--- config.mk ---
export PLATFORM = sky130hd
export DESIGN_NAME = sinc_decim_front
export DESIGN_NICKNAME = d
export VERILOG_FILES = /design/src/rtl/sinc_pkg.sv /design/src/rtl/sinc_integ.sv /design/src/rtl/sinc_timer.sv /design/src/rtl/sinc_comb.sv /design/src/rtl/sinc_decim_front.sv
export SDC_FILE = /design/constraint.sdc
export NUM_CORES = 1
export LEC_CHECK = 0
export ABC_CLOCK_PERIOD_IN_PS = 11300
export CORE_AREA = 2 2 154 156
export CTS_CLUSTER_SIZE = 14
export DETAILED_ROUTE_END_ITERATION = 8
export DIE_AREA = 0 0 156 158
export PLACE_DENSITY_LB_ADDON = 0.12
export SLEW_MARGIN = 25
export SYNTH_ARGS = -nofsm -noshare
export SYNTH_HDL_FRONTEND = slang
export SYNTH_SLANG_ARGS = --single-unit
--- constraint.sdc ---
create_clock -name clk -period 11.3 [get_ports clk]
set_input_delay 2.26 -clock clk [delete_from_list [all_inputs] [get_ports clk]]
set_output_delay 2.26 -clock clk [all_outputs]
set_load 0.1 [all_outputs]
--- src/rtl/sinc_pkg.sv ---
package sinc_pkg;

    localparam int ACC_W    = 32;
    localparam int STAGES   = 3;
    localparam int MIN_LOG2 = 3;
    localparam int MAX_LOG2 = 13;
    localparam int CNT_W    = MAX_LOG2;
    localparam int SEL_W    = 4;

    typedef logic [ACC_W-1:0] acc_t;

    typedef enum logic {
        ORD_SECOND = 1'b0,
        ORD_THIRD  = 1'b1
    } order_e;

    typedef struct packed {
        acc_t value;
        logic ready;
    } sample_t;

    // Terminal count (2^N - 1) for a requested exponent, clamped to the legal range.
    function automatic logic [CNT_W-1:0] period_limit(input logic [SEL_W-1:0] sel);
        logic [SEL_W-1:0] k;
        if (sel < SEL_W'(MIN_LOG2))
            k = SEL_W'(MIN_LOG2);
        else if (sel > SEL_W'(MAX_LOG2))
            k = SEL_W'(MAX_LOG2);
        else
            k = sel;
        return CNT_W'((32'd1 << k) - 32'd1);
    endfunction

endpackage

--- src/rtl/sinc_integ.sv ---
module sinc_integ #(
    parameter int W = sinc_pkg::ACC_W
) (
    input  logic         clk,
    input  logic         rst,
    input  logic         run,
    input  logic [W-1:0] in_v,
    output logic [W-1:0] acc_q,
    output logic [W-1:0] acc_d
);
    // Wrapping sum; the overflow is intentional.
    always_comb acc_d = acc_q + in_v;

    always_ff @(posedge clk) begin
        if (rst || !run)
            acc_q <= '0;
        else
            acc_q <= acc_d;
    end
endmodule

--- src/rtl/sinc_timer.sv ---
module sinc_timer #(
    parameter int CW    = sinc_pkg::CNT_W,
    parameter int SEL_W = sinc_pkg::SEL_W
) (
    input  logic             clk,
    input  logic             rst,
    input  logic             run,
    input  logic [SEL_W-1:0] dec_sel,
    output logic             period_end
);
    logic [CW-1:0] cnt_q;
    logic [CW-1:0] limit;

    always_comb begin
        limit      = CW'(sinc_pkg::period_limit(dec_sel));
        period_end = run && (cnt_q >= limit);
    end

    always_ff @(posedge clk) begin
        if (rst || !run)
            cnt_q <= '0;
        else if (period_end)
            cnt_q <= '0;
        else
            cnt_q <= cnt_q + 1'b1;
    end
endmodule

--- src/rtl/sinc_comb.sv ---
module sinc_comb #(
    parameter int W = sinc_pkg::ACC_W
) (
    input  logic         clk,
    input  logic         rst,
    input  logic         run,
    input  logic         period_end,
    input  logic [W-1:0] top_d,
    output logic [W-1:0] sample_o,
    output logic         ready_o
);
    logic [W-1:0] prev_q;

    always_ff @(posedge clk) begin
        if (rst) begin
            prev_q   <= '0;
            sample_o <= '0;
            ready_o  <= 1'b0;
        end else if (!run) begin
            prev_q  <= '0;
            ready_o <= 1'b0;
        end else begin
            ready_o <= period_end;
            if (period_end) begin
                sample_o <= top_d - prev_q;
                prev_q   <= top_d;
            end
        end
    end
endmodule

--- src/rtl/sinc_decim_front.sv ---
module sinc_decim_front
    import sinc_pkg::*;
#(
    parameter int ACC_BITS = sinc_pkg::ACC_W,
    parameter int N_STAGES = sinc_pkg::STAGES,
    parameter int DSEL_W   = sinc_pkg::SEL_W
) (
    input  logic                clk,
    input  logic                rst,
    input  logic                en,
    input  logic                bit_in,
    input  logic                order_sel,
    input  logic [DSEL_W-1:0]   dec_log2,
    output logic [ACC_BITS-1:0] sample,
    output logic                sample_rdy
);
    localparam int TOP_HI = N_STAGES - 1;
    localparam int TOP_LO = N_STAGES - 2;

    logic [ACC_BITS-1:0] acc_q [N_STAGES];
    logic [ACC_BITS-1:0] acc_d [N_STAGES];
    logic [ACC_BITS-1:0] top_d;
    logic                period_end;
    order_e              order;
    sample_t             smp;

    genvar gi;
    generate
        for (gi = 0; gi < N_STAGES; gi++) begin : g_stage
            logic [ACC_BITS-1:0] feed;
            if (gi == 0) begin : g_first
                always_comb feed = ACC_BITS'(bit_in);
            end else begin : g_next
                always_comb feed = acc_q[gi-1];
            end
            sinc_integ #(.W(ACC_BITS)) u_integ (
                .clk   (clk),
                .rst   (rst),
                .run   (en),
                .in_v  (feed),
                .acc_q (acc_q[gi]),
                .acc_d (acc_d[gi])
            );
        end
    endgenerate

    always_comb begin
        order = order_e'(order_sel);
        top_d = (order == ORD_THIRD) ? acc_d[TOP_HI] : acc_d[TOP_LO];
    end

    sinc_timer #(.CW(sinc_pkg::CNT_W), .SEL_W(DSEL_W)) u_timer (
        .clk        (clk),
        .rst        (rst),
        .run        (en),
        .dec_sel    (dec_log2),
        .period_end (period_end)
    );

    sinc_comb #(.W(ACC_BITS)) u_comb (
        .clk        (clk),
        .rst        (rst),
        .run        (en),
        .period_end (period_end),
        .top_d      (top_d),
        .sample_o   (smp.value),
        .ready_o    (smp.ready)
    );

    always_comb begin
        sample     = smp.value;
        sample_rdy = smp.ready;
    end
endmodule

==> results_dict.tcl, run 1 <==
set metrics [dict create \
    clkPwrFrac_pct 46.8 \
    antenna_found_initial 0 \
    worst_path_most_repeated_cell "o21ai_1" \
    max_slew_margin_pct 33.89 \
    dp_slack_ps 4943 \
    pwr-share-seq_pct 50.2 \
    clk_pin_slew_ps 70 \
    run_status "completed" \
    critical-path-slowest-cell "o31ai_1" \
    cp-end-kind "flip-flop" \
    overflow 0 \
    synth-main-ff-cell "dfxtp_1" \
    dieArea_um2 24650 \
    critical_path_required_ps 11660 \
    ff2ff_setup_slack_ps 5380 \
    vdd_drop_max_mv 0.08791 \
    cts-root-buf "clkbuf_16" \
    cap_violations 0 \
    syn_area_per_cell_um2 8.069 \
    fmax_ghz 0.1688 \
    worstReg2RegEnd "u_comb.sample_o[31]" \
    synth_top_area_share_pct 30.79 \
    worstMarginPinSlew_ps 988.5 \
    via_per_inst 5.480 \
    report.final.slew_viol_count 0 \
    nets 1537 \
    async_flop_share_pct 0 \
    cp-start-kind "flip-flop" \
    p_int_w 0.0009205 \
    port_buffers 41 \
    rsz0062_at_grt "false" \
    synth.cell_area_um2 11310 \
    ios 42 \
    final_area_um2 12500 \
    drtIter0Drc 559 \
    start_util_pct 49.07 \
    clkSinkCount 174 \
    drive_above_1_share_pct 4.692 \
    die_h_um 158 \
    crit_type "flip-flop to flip-flop" \
    setup_ws_ps 5377 \
    htree_levels 4 \
    cts_buffers 17 \
    grt_max_degree 79 \
    rr_startpoint "g_stage[1].u_integ.acc_q[0]" \
    crit_buf_inv 2 \
    nFillCells 2201 \
    drc 0 \
    hold_viol 0 \
    finalSetupViolCount 0 \
    grt_usage_pct 21.05 \
    synthTopCellsByArea "dfxtp_1 (31%), ha_1 (12%), a21oi_1 (6.0%), nor2_1 (5.2%), xnor2_1 (4.6%)" \
    grt_pass1_vias 8675 \
    synth_largest_area_cell "dfxtp_1" \
    crit_end "u_comb.sample_o[31]" \
    post_cts_buffers 0 \
    reg2regPathDepth 25 \
    yosysWarnings 0 \
    finClkSkew_ps 12.66 \
    switching_share_pct 24.74 \
    post-dp-hpwl_um 18410 \
    final.period_utilization_pct 52.41 \
    crit_cells 25 \
    core_area_um2 23050 \
    tritoncts "yes" \
    syn2layout_area_growth_pct 10.51 \
    setup_tns_ps 0 \
    slowest_delay_ps 530 \
    cts.hold.buffers_added 0 \
    placed_area_um2 11940 \
    crit_family "compound AO/OA/AOI/OAI gates" \
    comb_power_share_pct 3.0 \
    post-route-min-period_ps 5923 \
    grt_pass1_wl_um 42530 \
    yosysUniqueCellTypes 74 \
    ys_ff_latch 174 \
    arrival_ps 6290 \
    seq_area_frac_synth_pct 30.79 \
    synth-edff-count 0 \
    synth_cells 1402 \
    rows 56 \
    num_vias 9415 \
    switchingPower_w 0.0003027 \
    drt-wirelength-per-cell_um 14.65 \
    wirelength_um 25170 \
    worstSetupStartpoint "g_stage[1].u_integ.acc_q[0]" \
    gp_congestion 0.8886 \
    powerDensity_nw_per_um2 97.85 \
    leakagePower_nw 5.405 \
    first_pass_iters 5 \
    path_max_fanout 5 \
    n_antenna_cell 0 \
    die_width_um 156 \
    cts_resized 0 \
    cts_buffer_depth 2 \
    clk_latency_ps 430 \
    antenna_left 0 \
    holdCritPathClass "flip-flop to flip-flop" \
]
tightest hold or removal path, cell delays in order (launching register included):
cell	delay (ps)
dfxtp_1	310
nand2_1	50
a21oi_1	50
registers in the layout (all words and copies together) (netlist names):
name	cells
g_stage.u_integ.acc_q	96
u_comb.sample_o	32
u_timer.cnt_q	13
u_comb.prev_q	32
u_comb.ready_o	1
cell usage in the layout (no fill, tap or decap), types with 16 or more instances in the layout:
master,count
xnor2_1,60
ha_1,110
and3_1,22
nand3_1,38
o21ai_0,51
clkdlybuf4s50_1,40
nand2_1,125
mux2i_1,18
and2_1,43
a211oi_1,16
nor2_1,157
a21oi_1,135
xor2_1,52
dfxtp_1,174
clkbuf_16,17
a21o_1,39
inv_1,78
o21a_1,21
routing by layer:
layer | vias to the layer above | GRT usage (%) | share of wire [%]
li1 | 4925 | - | -
met1 | 4291 | 32.97 | 56
met2 | 168 | 29.65 | 39
met3 | 31 | 2.737 | 3.5
met4 | 0 | 6.160 | 1.6
met5 | - | 0 | 0
Yosys cell counts, types with 5 or more instances:
library cell  instances
dfxtp_1             174
nor2_1              157
a21oi_1             135
nand2_1             125
ha_1                110
inv_1                78
xnor2_1              60
xor2_1               52
o21ai_0              51
clkbuf_1             47
and2_1               44
a21o_1               39
nand3_1              38
and3_1               22
o21a_1               21
mux2i_1              18
a211oi_1             16
a31oi_1              15
nand4_1              15
nor3_1               15
o21ai_1              14
nand2b_1             13
nor2b_1              12
or3_1                10
nand3b_1              8
and4_1                7
or2_2                 7
mux2_2                6
o21bai_1              6
a211o_1               5
buf_2                 5
o22ai_1               5
o31ai_1               5
per-stage QoR:
stage	hold slack, ps	total power (W)	util, %	instances
floorplan	437.2	0.0006542	-	1404
global placement	441.2	0.0006647	51.78	1686
detailed placement	444.0	0.0006649	51.78	1686
CTS	455.0	0.001238	54.22	1718
global route	482.0	0.001264	54.23	1718
finish	451.2	0.001223	54.23	1718
power groups by stage:
stage                     Clock (W)  Sequential, W  Combinational, W
final                      0.000573       0.000614         0.0000363
after global routing       0.000608       0.000614         0.0000413
after CTS                  0.000587       0.000614         0.0000365
after detailed placement          0       0.000629         0.0000363
after global placement            0       0.000629         0.0000360
after floorplan                   0       0.000628         0.0000257
how the worst min path moves through the flow:
stage	from	to	slack, ps	cells past startpoint
after floorplan	u_timer.cnt_q[0]	u_timer.cnt_q[0]	440	1
after global placement	u_comb.sample_o[28]	u_comb.sample_o[28]	440	2
final	u_comb.sample_o[28]	u_comb.sample_o[28]	450	2
after detailed placement	u_comb.sample_o[28]	u_comb.sample_o[28]	440	2
after global routing	u_comb.sample_o[29]	u_comb.sample_o[29]	480	2
after CTS	u_comb.sample_o[28]	u_comb.sample_o[28]	450	2
kinds of logic after synthesis:
family	share of synthesized area, %
and+or+nand+nor	20.61
AOI/OAI and AO/OA	20.31
DFF	30.79
buffers and inverters	4.502
adders and majority gates	12.70
xor gates and xnor gates	8.871
muxes	2.190
other	0.03315
cell type report:
type                            instances  area [um^2]  area share [%]
Sequential cell                       174         3483           27.87
Tap cell                              290        362.8           2.903
Clock buffer                           17        425.4           3.403
Multi-Input combinational cell       1097         7348           58.78
Inverter                               78        292.8           2.342
Clock inverter                         15        137.6           1.101
Timing Repair Buffer                   47        450.4           3.603
No activity file was read; power rests on OpenSTA's default activity.
==> run 2, diff against run 1 <==
--- a/config.mk
+++ b/config.mk
@@ -5,7 +5,7 @@
 export SDC_FILE = /design/constraint.sdc
 export NUM_CORES = 1
 export LEC_CHECK = 0
-export ABC_CLOCK_PERIOD_IN_PS = 11300
+export ABC_CLOCK_PERIOD_IN_PS = 5000
 export CORE_AREA = 2 2 154 156
 export CTS_CLUSTER_SIZE = 14
 export DETAILED_ROUTE_END_ITERATION = 8
==> constraint.sdc (replaced) <==
create_clock -name clk -period 5 [get_ports clk]
set_input_delay 1 -clock clk [delete_from_list [all_inputs] [get_ports clk]]
set_output_delay 1 -clock clk [all_outputs]
set_load 0.1 [all_outputs]
==> run 2 against run 1 <==
  * The run now ends with setup timing left
  * First-iteration DRC count decreased by 11%
  * Cell area increased by 8.9%
  * Routed wire length increased by 6.3%
  * Final cell count increased by 5.4%
  * Via count increased by 4.2%
  * Sequential power increased by 130%
  * Clock skew increased by 6.5 ps
  * Worst hold slack improved by 2.9 ps
  * Sequential cell count unchanged
  * Count of clock-buffer cells in the layout increased by 1
  * Critical path depth decreased by 1
  * Critical path type unchanged
==> results_dict.tcl, run 2 (same netlist as run 1, synthesis figures left out) <==
set metrics [dict create \
    finalSetupViolCount 1 \
    nFillCells 2110 \
    run_status "finished, violations left" \
    clkPwrFrac_pct 47.8 \
    dieArea_um2 24650 \
    drtIter0Drc 497 \
    largest_register_ffs 96 \
    fmax_ghz 0.1982 \
    powerDensity_nw_per_um2 208.8 \
    cp-end-kind "flip-flop" \
    final_cell_mix "dfxtp_1 (171), nor2_1 (153), nand2_1 (125)" \
    worstPathCellList "ha_4 -> inv_2 -> fa_2 -> nor2b_1 -> o21ai_1 -> a21oi_2 -> o211ai_1 -> a211oi_2 -> or2_4 -> buf_6 -> a31oi_4 -> xnor2_2 -> mux2_4 -> ha_4 -> and3_4 -> a311o_1 -> a21o_1 -> a41oi_2 -> o22ai_2 -> o221a_1 -> o41ai_4 -> o21ai_1 -> or4_1 -> o211ai_2" \
    first_pass_iters 5 \
    critical-path-slowest-cell "or4_1" \
    gp_congestion 0.8458 \
    grt_pass1_wl_um 43590 \
    placed_area_um2 12510 \
    cts-root-buf "clkbuf_16" \
    crit_buf_inv 2 \
    crit_family "compound AO/OA/AOI/OAI gates" \
    grt_pass1_vias 8908 \
    cp-start-kind "flip-flop" \
    nets 1631 \
    grt_usage_pct 21.83 \
    switchingPower_w 0.0006608 \
    via_per_inst 5.416 \
    clkSinkCount 174 \
    reg2regPathDepth 24 \
    report.final.slew_viol_count 0 \
    ff2ff_setup_slack_ps -40 \
    post-dp-hpwl_um 19300 \
    cap_violations 0 \
    grt_max_degree 79 \
    path_max_fanout 3 \
    drive_above_1_share_pct 14.40 \
    pwr-share-seq_pct 48.8 \
    rr_startpoint "g_stage[1].u_integ.acc_q[0]" \
    ios 42 \
    crit_cells 24 \
    rows 56 \
    n_antenna_cell 0 \
    finClkSkew_ps 19.16 \
    reg_top3 "g_stage.u_integ.acc_q: 96 flops, u_comb.prev_q: 32 flops, u_comb.sample_o: 32 flops" \
    worstSetupStartpoint "g_stage[1].u_integ.acc_q[0]" \
    antenna_left 0 \
    cts_buffers 17 \
    antenna_found_initial 0 \
    layout.cells.most_common "dfxtp_1" \
    die_width_um 156 \
    violations "setup timing" \
    power_w 0.002843 \
    post-route-min-period_ps 5045 \
    slowest_delay_ps 430 \
    vdd_drop_max_mv 0.2167 \
    leakagePower_nw 5.990 \
    drt-wirelength-per-cell_um 14.78 \
    core_area_um2 23050 \
    placed_cells 1758 \
    setup_tns_ps -44.74 \
    crit_type "flip-flop to flip-flop" \
    final.period_utilization_pct 100.9 \
    final_util_pct 59.07 \
    clk_pin_slew_ps 70 \
    finalNonFillerCells 1811 \
    port_buffers 41 \
    htree_levels 4 \
    clk_latency_ps 440 \
    hold_viol 0 \
    start_util_pct 49.07 \
    worstReg2RegEnd "u_comb.sample_o[31]" \
    syn2layout_area_growth_pct 20.37 \
    tritoncts "yes" \
    comb_power_share_pct 3.4 \
    overflow 0 \
    rsz0062_at_grt "true" \
    arrival_ps 5420 \
    max_slew_margin_pct 34.63 \
    num_vias 9808 \
    wirelength_um 26760 \
    drc 0 \
    holdCritPathClass "flip-flop to flip-flop" \
    die_h_um 158 \
    setup_ws_ps -44.74 \
    critical_path_required_ps 5380 \
    final_area_um2 13620 \
    p_int_w 0.002182 \
    worstMarginPinSlew_ps 977.5 \
    crit_end "u_comb.sample_o[31]" \
    switching_share_pct 23.24 \
    top_register "g_stage.u_integ.acc_q" \
    cts_buffer_depth 2 \
]
run 2: cell count changes in the layout (fill, tap and decap cells not counted), sizes merged:
cell	delta
buf	+94
inv	-6
bufinv	+2
clkinvlp	+2
clkbuf	+1
run 2: routing by layer:
layer	up-vias	share of wire, %	GRT usage, %
met5	-	0	0
li1	5111	-	-
met2	177	40	31.08
met4	0	2.1	7.121
met3	33	3.8	3.340
met1	4487	54	33.32
run 2: repair_timing:
action | in CTS | in global routing
setup buffers | 14 | 9
resized for setup | 31 | 46
setup endpoints to repair | 7 | 11
hold buffers | 0 | 0
pin swaps | 23 | 18
cloned | 0 | 0
run 2: worst min path at each step:
stage / from / endpoint / slack [ps] / cells after the start
3_3_place_gp: u_comb.sample_o[22] / u_comb.sample_o[22] / 440 / 2
5_1_grt: u_comb.sample_o[28] / u_comb.sample_o[28] / 470 / 2
6_report: u_comb.sample_o[28] / u_comb.sample_o[28] / 450 / 2
4_1_cts: u_comb.sample_o[28] / u_comb.sample_o[28] / 460 / 2
3_5_place_dp: u_comb.sample_o[10] / u_comb.sample_o[10] / 440 / 2
2_1_floorplan: u_timer.cnt_q[0] / u_timer.cnt_q[0] / 440 / 1
run 2: worst reg2reg max path, stage by stage (launching register included):
cell and delay [ps]:
dfxtp_4 370, ha_4 140, inv_2 30, fa_2 330
nor2b_1 130, o21ai_1 110, a21oi_2 150, o211ai_1 160
a211oi_2 320, or2_4 190, buf_6 100, a31oi_4 90
xnor2_2 180, mux2_4 300, ha_4 230, and3_4 150
a311o_1 340, a21o_1 170, a41oi_2 210, o22ai_2 130
o221a_1 290, o41ai_4 240, o21ai_1 120, or4_1 430
o211ai_2 70
run 2: power by group through the flow:
stage | Clock, W | Combinational, W | Sequential [W]
after floorplan | 0 | 0.0000582 | 0.00142
after global placement | 0 | 0.0000892 | 0.00142
after detailed placement | 0 | 0.0000897 | 0.00142
after CTS | 0.00138 | 0.0000922 | 0.00139
after global routing | 0.00143 | 0.000106 | 0.00139
final | 0.00136 | 0.0000959 | 0.00139
run 2: area by class of cell:
cell class / instances / area, um^2 / share of cell area, %
timing repair buffer: 141 / 1187 / 8.720
sequential: 174 / 3490 / 25.63
multi-input combinational: 1097 / 7692 / 56.49
inverter: 78 / 292.8 / 2.150
clock buffer: 18 / 439.2 / 3.225
clock inverter: 13 / 152.6 / 1.121
tap: 290 / 362.8 / 2.665
run 2: metrics by stage:
stage | hold slack, ps | setup WS [ps]
CTS | 458.4 | -7.478
global route | 472.4 | -285.1
global placement | 441.5 | -246.0
detailed placement | 444.2 | -364.8
finish | 454.1 | -44.74
floorplan | 437.2 | 18.91
==> run 3, diff against run 2 <==
--- a/config.mk
+++ b/config.mk
@@ -5,12 +5,13 @@
 export SDC_FILE = /design/constraint.sdc
 export NUM_CORES = 1
 export LEC_CHECK = 0
-export ABC_CLOCK_PERIOD_IN_PS = 5000
+export ABC_CLOCK_PERIOD_IN_PS = 5400
 export CORE_AREA = 2 2 154 156
+export CTS_BUF_LIST = sky130_fd_sc_hd__clkbuf_16
 export CTS_CLUSTER_SIZE = 14
 export DETAILED_ROUTE_END_ITERATION = 8
 export DIE_AREA = 0 0 156 158
-export PLACE_DENSITY_LB_ADDON = 0.12
+export PLACE_DENSITY = 0.67
 export SLEW_MARGIN = 25
 export SYNTH_ARGS = -nofsm -noshare
 export SYNTH_HDL_FRONTEND = slang
==> constraint.sdc (replaced) <==
create_clock -name clk -period 5.4 [get_ports clk]
set_input_delay 1.08 -clock clk [delete_from_list [all_inputs] [get_ports clk]]
set_output_delay 1.08 -clock clk [all_outputs]
set_load 0.1 [all_outputs]
==> run 3 against run 2 <==
  * The run now ends clean
  * Final cell count down 3.7%
  * Global-route usage down 0.42 points
  * Clock skew down 5.5 ps
  * Sequential power down 7%
  * Register-to-register slack better by 170 ps
  * Core utilization down 3.2 points
  * Non-clock buffer count down 68
  * Combinational power down 16%
  * Critical path depth unchanged
  * Largest power group is now clock
==> results_dict.tcl, run 3 (same netlist as run 1, synthesis figures left out) <==
set metrics [dict create \
    run_status "completed" \
    finalSetupViolCount 0 \
    clkSinkCount 174 \
    dieArea_um2 24650 \
    vdd_drop_max_mv 0.2135 \
    crit_type "flip-flop to flip-flop" \
    n_antenna_cell 0 \
    path_max_fanout 4 \
    multiInputGateArea_um2 7457 \
    rsz0062_at_grt "true" \
    holdCritPathClass "flip-flop to flip-flop" \
    final.period_utilization_pct 97.71 \
    port_buffers 41 \
    grt_pass1_vias 8901 \
    dp_slack_ps 7.427 \
    grt_max_degree 64 \
    worstMarginPinSlew_ps 984.1 \
    critical_path_required_ps 5760 \
    clk_latency_ps 430 \
    min_path_cells 2 \
    nFillCells 2107 \
    cts_buffers 17 \
    post-dp-hpwl_um 19020 \
    drtIter0Drc 568 \
    reg_top3 "g_stage.u_integ.acc_q: 96 flops, u_comb.prev_q: 32 flops, u_comb.sample_o: 32 flops" \
    grt_pass1_wl_um 43280 \
    top_register "g_stage.u_integ.acc_q" \
    layout.cells.most_common "dfxtp_1" \
    finClkSkew_ps 13.66 \
    die_width_um 156 \
    antenna_found_initial 0 \
    core_area_um2 23050 \
    drc 0 \
    register_area_um2 3485 \
    max_slew_margin_pct 34.19 \
    final_cell_mix "dfxtp_1 (173), nor2_1 (155), a21oi_1 (130)" \
    final_util_pct 55.86 \
    fmax_ghz 0.1895 \
    powerDensity_nw_per_um2 206.9 \
    nets 1563 \
    antenna_left 0 \
    cp-end-kind "flip-flop" \
    power_w 0.002664 \
    start_util_pct 49.07 \
    die_h_um 158 \
    syn2layout_area_growth_pct 13.83 \
    htree_levels 4 \
    num_vias 9632 \
    largest_register_ffs 96 \
    report.final.slew_viol_count 0 \
    drt-wirelength-per-cell_um 14.84 \
    gp_congestion 0.8859 \
    rows 56 \
    setup_tns_ps 0 \
    cts_buffer_depth 2 \
    cts.hold.buffers_added 0 \
    cp-start-kind "flip-flop" \
    setup_ws_ps 123.6 \
    fin_hold_ws_ps 455.1 \
    arrival_ps 5640 \
    cap_violations 0 \
    clk_pin_slew_ps 70 \
    first_pass_iters 5 \
    grt_usage_pct 21.40 \
    post-route-min-period_ps 5276 \
    ios 42 \
    reg2regPathDepth 24 \
    via_per_inst 5.523 \
    overflow 0 \
    cts-root-buf "clkbuf_16" \
    hold_viol 0 \
    drive_above_1_share_pct 7.909 \
    tritoncts "yes" \
    leakagePower_nw 5.584 \
    wirelength_um 25870 \
]
run 3: cell count changes in the layout (fill, tap and decap cells not counted), moves of 5 or more:
cell | previous run | this run
buf_4 | 94 | 31
inv_6 | 6 | 0
ha_4 | 7 | 0
a21oi_2 | 13 | 6
ha_1 | 103 | 108
a21oi_1 | 122 | 130
buf_6 | 5 | 0
run 3: area by class of cell:
type / count / area share [%]
repair buffers: 73 / 5.111
clock buffers: 17 / 3.304
flip-flops and latches: 174 / 27.06
well taps: 290 / 2.818
multi-input cells: 1097 / 57.91
clock inverters: 15 / 1.516
inverters: 78 / 2.274
run 3: through the flow:
| stage | instance area, um^2 | std cells |
|---|---|---|
| global placement | 12080 | 1704 |
| finish | 12880 | 1744 |
| CTS | 12710 | 1736 |
| detailed placement | 12080 | 1704 |
| global route | 12880 | 1744 |
| floorplan | 11320 | 1404 |
run 3: critical path: stages (launching register included):
cell,delay [ps]
dfxtp_1,330
ha_1,350
nor2b_2,180
o21ai_2,190
a21oi_2,100
o211ai_1,320
a21oi_1,150
o21ai_2,180
nand2b_1,90
a21oi_1,260
xnor2_2,130
mux2i_1,220
inv_1,90
ha_1,330
a21oi_1,130
o21ai_0,100
a311o_1,360
a21o_1,190
a41oi_2,210
o22ai_2,130
o221a_1,320
o41ai_4,280
o21ai_2,90
or4_1,420
o211ai_2,80
run 3: power breakdown:
| part | leakage [nW] | switching (W) | internal, W |
|---|---|---|---|
| Combinational | 3.88 | 0.0000508 | 0.0000299 |
| Clock | 0.301 | 0.000524 | 0.000774 |
| Sequential | 1.40 | 0.00000154 | 0.00128 |
| Total | 5.58 | 0.000576 | 0.00209 |
run 3: final timing paths:
kind                               start                  end  slack (ps)
max          g_stage[1].u_integ.acc_q[2]  u_comb.sample_o[31]         120
max reg2reg  g_stage[1].u_integ.acc_q[2]  u_comb.sample_o[31]         120
min                  u_comb.sample_o[13]  u_comb.sample_o[13]         460
min reg2reg          u_comb.sample_o[13]  u_comb.sample_o[13]         460
run 3: per-layer routing:
layer  global-route usage (%)  share of wire, %  vias to the layer above
met5                        0                 0                        -
met4                    5.592               1.4                        0
met3                    2.765               3.1                       28
met2                    32.22                43                      173
met1                    32.10                53                     4451
li1                         -                 -                     4980
run 3: repair_timing:
action | CTS | global route
buffers inserted | 0 | 8
pin swaps | 0 | 11
setup endpoints to repair | 1 | 8
resized for setup | 1 | 29
